File: config.mk
export PLATFORM = sky130hd
export DESIGN_NAME = defer_load_buf
export DESIGN_NICKNAME = d
export VERILOG_FILES = /design/src/rtl/dlb_pkg.sv /design/src/rtl/dlb_ptr.sv /design/src/rtl/dlb_store.sv /design/src/rtl/defer_load_buf.sv
export SDC_FILE = /design/constraint.sdc
export NUM_CORES = 1
export LEC_CHECK = 0
export ABC_AREA = 1
export CORE_UTILIZATION = 60
export CTS_BUF_LIST = sky130_fd_sc_hd__clkbuf_16
export CTS_CLUSTER_SIZE = 24
export DETAILED_ROUTE_END_ITERATION = 10
export DONT_BUFFER_PORTS = 1
export PLACE_DENSITY = 0.76
export SYNTH_ARGS = -nofsm -noshare
export SYNTH_HDL_FRONTEND = slang
export SYNTH_SLANG_ARGS = --single-unit
File: constraint.sdc
create_clock -name clk_i -period 5.9 [get_ports clk_i]
set_input_delay 0.885 -clock clk_i [delete_from_list [all_inputs] [get_ports clk_i]]
set_output_delay 0.885 -clock clk_i [all_outputs]
set_load 0.01 [all_outputs]
File: src/rtl/dlb_pkg.sv
package dlb_pkg;
  localparam int unsigned ADDR_W = 32;
  localparam int unsigned REG_W  = 5;
  localparam int unsigned OP_W   = 4;
  localparam int unsigned DATA_W = 32;

  typedef struct packed {
    logic [ADDR_W-1:0] addr;
    logic [REG_W-1:0]  rd;
    logic [OP_W-1:0]   op;
  } ld_entry_t;
endpackage

File: src/rtl/dlb_ptr.sv
module dlb_ptr #(
  parameter int unsigned DEPTH = 8,
  localparam int unsigned PTR_W = (DEPTH > 1) ? $clog2(DEPTH) : 1,
  localparam int unsigned CNT_W = $clog2(DEPTH + 1)
) (
  input  logic             clk_i,
  input  logic             rst_ni,
  input  logic             push_i,
  input  logic             pop_i,
  output logic [PTR_W-1:0] wr_ptr_o,
  output logic [PTR_W-1:0] rd_ptr_o,
  output logic [CNT_W-1:0] count_o,
  output logic             empty_o,
  output logic             full_o
);
  localparam logic [PTR_W-1:0] LAST = PTR_W'(DEPTH - 1);

  logic [PTR_W-1:0] wr_q, rd_q;
  logic [CNT_W-1:0] cnt_q;

  function automatic logic [PTR_W-1:0] nxt(input logic [PTR_W-1:0] p);
    return (p == LAST) ? '0 : p + 1'b1;
  endfunction

  always_ff @(posedge clk_i or negedge rst_ni) begin
    if (!rst_ni) begin
      wr_q  <= '0;
      rd_q  <= '0;
      cnt_q <= '0;
    end else begin
      if (push_i) wr_q <= nxt(wr_q);
      if (pop_i)  rd_q <= nxt(rd_q);
      // simultaneous push and pop keep the count
      if (push_i && !pop_i)      cnt_q <= cnt_q + 1'b1;
      else if (pop_i && !push_i) cnt_q <= cnt_q - 1'b1;
    end
  end

  assign wr_ptr_o = wr_q;
  assign rd_ptr_o = rd_q;
  assign count_o  = cnt_q;
  assign empty_o  = (cnt_q == '0);
  assign full_o   = (cnt_q == CNT_W'(DEPTH));
endmodule

File: src/rtl/dlb_store.sv
module dlb_store
  import dlb_pkg::*;
#(
  parameter int unsigned DEPTH = 8,
  localparam int unsigned PTR_W = (DEPTH > 1) ? $clog2(DEPTH) : 1
) (
  input  logic             clk_i,
  input  logic             we_i,
  input  logic [PTR_W-1:0] wr_ptr_i,
  input  ld_entry_t        wdata_i,
  input  logic [PTR_W-1:0] rd_ptr_i,
  output ld_entry_t        rdata_o
);
  ld_entry_t slot_q [DEPTH];

  for (genvar g = 0; g < DEPTH; g++) begin : g_slot
    always_ff @(posedge clk_i) begin
      if (we_i && (wr_ptr_i == PTR_W'(g))) slot_q[g] <= wdata_i;
    end
  end

  assign rdata_o = slot_q[rd_ptr_i];
endmodule

File: src/rtl/defer_load_buf.sv
module defer_load_buf
  import dlb_pkg::*;
#(
  parameter int unsigned DEPTH   = 8,
  parameter int unsigned SLACK_W = 7,
  localparam int unsigned PTR_W  = (DEPTH > 1) ? $clog2(DEPTH) : 1,
  localparam int unsigned CNT_W  = $clog2(DEPTH + 1)
) (
  input  logic               clk_i,
  input  logic               rst_ni,
  input  logic               miss_pending_i,
  input  logic [SLACK_W-1:0] slack_i,
  input  logic               mem_free_i,
  input  logic               ex_valid_i,
  input  logic               ex_is_load_i,
  input  logic [ADDR_W-1:0]  ex_addr_i,
  input  logic [REG_W-1:0]   ex_rd_i,
  input  logic [OP_W-1:0]    ex_op_i,
  output logic               ex_nop_o,
  output logic               stall_o,
  output logic               ex_bubble_o,
  output logic               rp_valid_o,
  output logic [ADDR_W-1:0]  rp_addr_o,
  output logic [REG_W-1:0]   rp_rd_o,
  output logic [OP_W-1:0]    rp_op_o,
  input  logic               ret_valid_i,
  input  logic               ret_foreign_i,
  input  logic [DATA_W-1:0]  ret_data_i,
  input  logic [REG_W-1:0]   ret_rd_i,
  output logic               mem_bubble_o,
  output logic               wb_we_o,
  output logic [DATA_W-1:0]  wb_data_o,
  output logic [REG_W-1:0]   wb_rd_o
);
  logic [PTR_W-1:0] wr_ptr, rd_ptr;
  logic [CNT_W-1:0] count;
  logic             empty, full;
  logic             cand, push, pop;
  ld_entry_t        wentry, hentry;

  // a load is a candidate while memory is busy or older loads wait
  assign cand = ex_valid_i && ex_is_load_i && (slack_i != '0)
                && (miss_pending_i || !empty);
  assign pop  = !empty && mem_free_i;
  assign push = cand && (!full || pop);

  dlb_ptr #(.DEPTH(DEPTH)) u_ptr (
    .clk_i    (clk_i),
    .rst_ni   (rst_ni),
    .push_i   (push),
    .pop_i    (pop),
    .wr_ptr_o (wr_ptr),
    .rd_ptr_o (rd_ptr),
    .count_o  (count),
    .empty_o  (empty),
    .full_o   (full)
  );

  assign wentry = '{addr: ex_addr_i, rd: ex_rd_i, op: ex_op_i};

  dlb_store #(.DEPTH(DEPTH)) u_store (
    .clk_i    (clk_i),
    .we_i     (push),
    .wr_ptr_i (wr_ptr),
    .wdata_i  (wentry),
    .rd_ptr_i (rd_ptr),
    .rdata_o  (hentry)
  );

  assign ex_nop_o    = push;
  assign stall_o     = cand && full && !pop;
  assign ex_bubble_o = pop;
  assign rp_valid_o  = pop;
  assign rp_addr_o   = hentry.addr;
  assign rp_rd_o     = hentry.rd;
  assign rp_op_o     = hentry.op;

  assign mem_bubble_o = ret_valid_i && ret_foreign_i;
  assign wb_we_o      = mem_bubble_o;
  assign wb_data_o    = ret_data_i;
  assign wb_rd_o      = ret_rd_i;
endmodule

==> qor.csv <==
metric,value,unit
area_growth,6.68,%
cp-start-kind,flop,
grt_pass1_wl,43000,microns
drt_first_pass_iters,5,
nNetsFinal,1133,
synth_async_sr_flop_share,2.96,%
arrival,3.31,ns
core,22600,sq um
max-slew-margin-rel,21.8,%
overflow,0,
synthFlopType,edfxtp_1,
insertion_delay,0.53,ns
drc,0,
fp.dieH,153,microns
fin_cells,1337,
synth-seq-area-share,73.4,%
maxCapViolCount,0,
max_freq,238,MHz
drt_iter0_markers,694,
p_switching,2.49,mW
grt_max_degree,101,
fin_area,14700,sq um
grt_pass1_vias,7907,
ir_worst_vdd,0.324,mV
numCtsBuffers,34,
layout-drive-gt1-share,6.84,%
wl,27800,microns
clkPwrFrac,29.5,%
synth_edf_count,328,
path_clk_slew,0.06,ns
min_period_over_period,71.2,%
ys_top_cells_by_count,"328 x edfxtp_1, 183 x nor2_1, 156 x nand2_1",
hpwl,14200,microns
dp.cells,1277,
yosysMostFrequentCell,edfxtp_1,
port_buffers,0,
combPwrFrac,27.9,%
worstPathRequired,5.02,ns
synth_cell_types,24,
synth_top_cell_by_area,edfxtp_1,
drtAntennaViolNets,0,
syn_nets,1187,
hold_ws,0.0639,ns
power.share.sequential,42.6,%
post_cts_buffers,0,
antenna_cells,0,
die-area,23500,sq um
finalCriticalPeriod,4.20,ns
p_leak,5.02,nW
grt_use_total,23.9,%
htree_levels,2,
gp_congestion,0.773,
rows,55,
rsz0062_at_grt,false,
initial_core_util,61.0,%
cts_tree,done,
synth_cells,1082,
dieWidth,153,microns
cts.path.max_buffers,3,
internal_power,4.63,mW
fin_skew,0.0166,ns
worst_setup_path_end_kind,primary output,
io-pin-count,177,
yosysWarnings,0,
antenna_found_initial,0,
tightest_slew,1.17,ns
status,completed,
fillerInstances,1573,
critPathKind,reg -> out,
syn-cell-area,13800,sq um
postSynthAreaPerCell,12.7,sq um
crit_path_max_fanout,100,
min_path_type,in -> async,
drt-wirelength-per-cell,20.8,microns
synth_top_cell_area_share,71.6,%
ys_top_cells_by_area,"edfxtp_1 72%, nor2_1 5.0%, nand2_1 4.3%",
clock_sinks,338,
hold_buffers,0,
totalPowerFinal,7.12,mW
place_area,13600,sq um
cts_root_buffer,clkbuf_16,
via_per_inst,6.11,
ys_ff_latch,338,
cts_resized,0,
hold_viol,0,
power.density,485,nW/um^2
via_count,8168,
timing.setup.tns,0,ns
finalSetupViolCount,0,
swShare,35.0,%
report.final.slew_viol_count,0,
state kept, by name, indices dropped and copies added (netlist names):
register / flops
u_ptr.count_o: 4
u_store.slot_q: 328
u_ptr.wr_ptr_o: 3
u_ptr.rd_ptr_o: 3
power groups by stage:
stage,clock (mW),combinational [mW],sequential (mW)
floorplan,0,1.73,2.94
global placement,0,1.94,3.07
detailed placement,0,1.98,3.08
CTS,2.11,2.00,3.03
global route,2.20,2.22,3.05
finish,2.10,1.99,3.03
stage by stage:
stage,utilization [%],worst slack [ns]
2_1_floorplan,-,2.34
3_3_place_gp,60.2,2.09
3_5_place_dp,60.2,1.99
4_1_cts,65.0,1.74
5_1_grt,65.0,1.46
6_report,65.0,1.70
critical path, stage by stage, from the launching register on:
cell	delay [ns]
dfrtp_4	0.76
inv_4	0.89
buf_4	0.49
o21ai_0	0.15
o22ai_1	0.17
nand2_1	0.07
nand2_1	0.18
kinds of logic after synthesis:
kind of cell / synth area share, %
AND/OR/NAND/NOR: 9.73
flip-flops: 73.4
AO/OA/AOI/OAI: 9.88
buffers and inverters: 5.66
adder cells (fa/ha/maj): 1.15
XOR/XNOR: 0.191
area by class of cell:
class | instances | area, sq um | area share [%]
Timing Repair Buffer | 13 | 97.6 | 0.665
Clock inverter | 26 | 233 | 1.59
Inverter | 24 | 93.8 | 0.639
Multi-Input combinational cell | 617 | 2940 | 20.0
Clock buffer | 34 | 851 | 5.80
Tap cell | 285 | 357 | 2.43
Sequential cell | 338 | 10100 | 68.8
routing by layer:
layer / vias up / track usage, % / part of all wire (%) / routed length, microns
li1: 3746 / - / - / -
met1: 3955 / 30.8 / 40 / 11100
met2: 368 / 38.9 / 48 / 13400
met3: 99 / 4.85 / 8.5 / 2350
met4: 0 / 12.1 / 3.5 / 976
met5: - / 0 / 0 / 0
final timing paths:
path / start / to / slack, ns / cells after the start
worst max-delay path: u_ptr.rd_ptr_o[0] / rp_rd_o[3] / 1.70 / 6
worst min-delay path: rst_ni / u_ptr.count_o[3] / 0.06 / 0
worst max register to register: u_ptr.count_o[0] / u_store.slot_q[7][40] / 2.40 / 5
worst min register to register: u_ptr.count_o[2] / u_ptr.count_o[2] / 0.54 / 2
max in group asynchronous: rst_ni / u_ptr.rd_ptr_o[0] / 5.75 / 0
min in group clk_i: ex_addr_i[20] / u_store.slot_q[1][29] / 0.45 / 0
placed cells by master, fill, tap and decap left out, types with 2 or more instances in the layout:
master / count
nand2_1: 156
bufinv_16: 4
dfrtp_2: 2
inv_1: 29
o21ai_1: 56
nand3_1: 8
nor2_1: 175
clkinv_2: 4
inv_6: 2
o22ai_1: 82
dfrtp_1: 7
nor2_4: 8
clkinv_1: 7
edfxtp_1: 328
clkbuf_16: 34
ha_1: 11
buf_4: 13
o21ai_0: 112
xnor2_1: 3
nand3b_1: 2
Note: power is estimated with default switching activity, not from simulation.
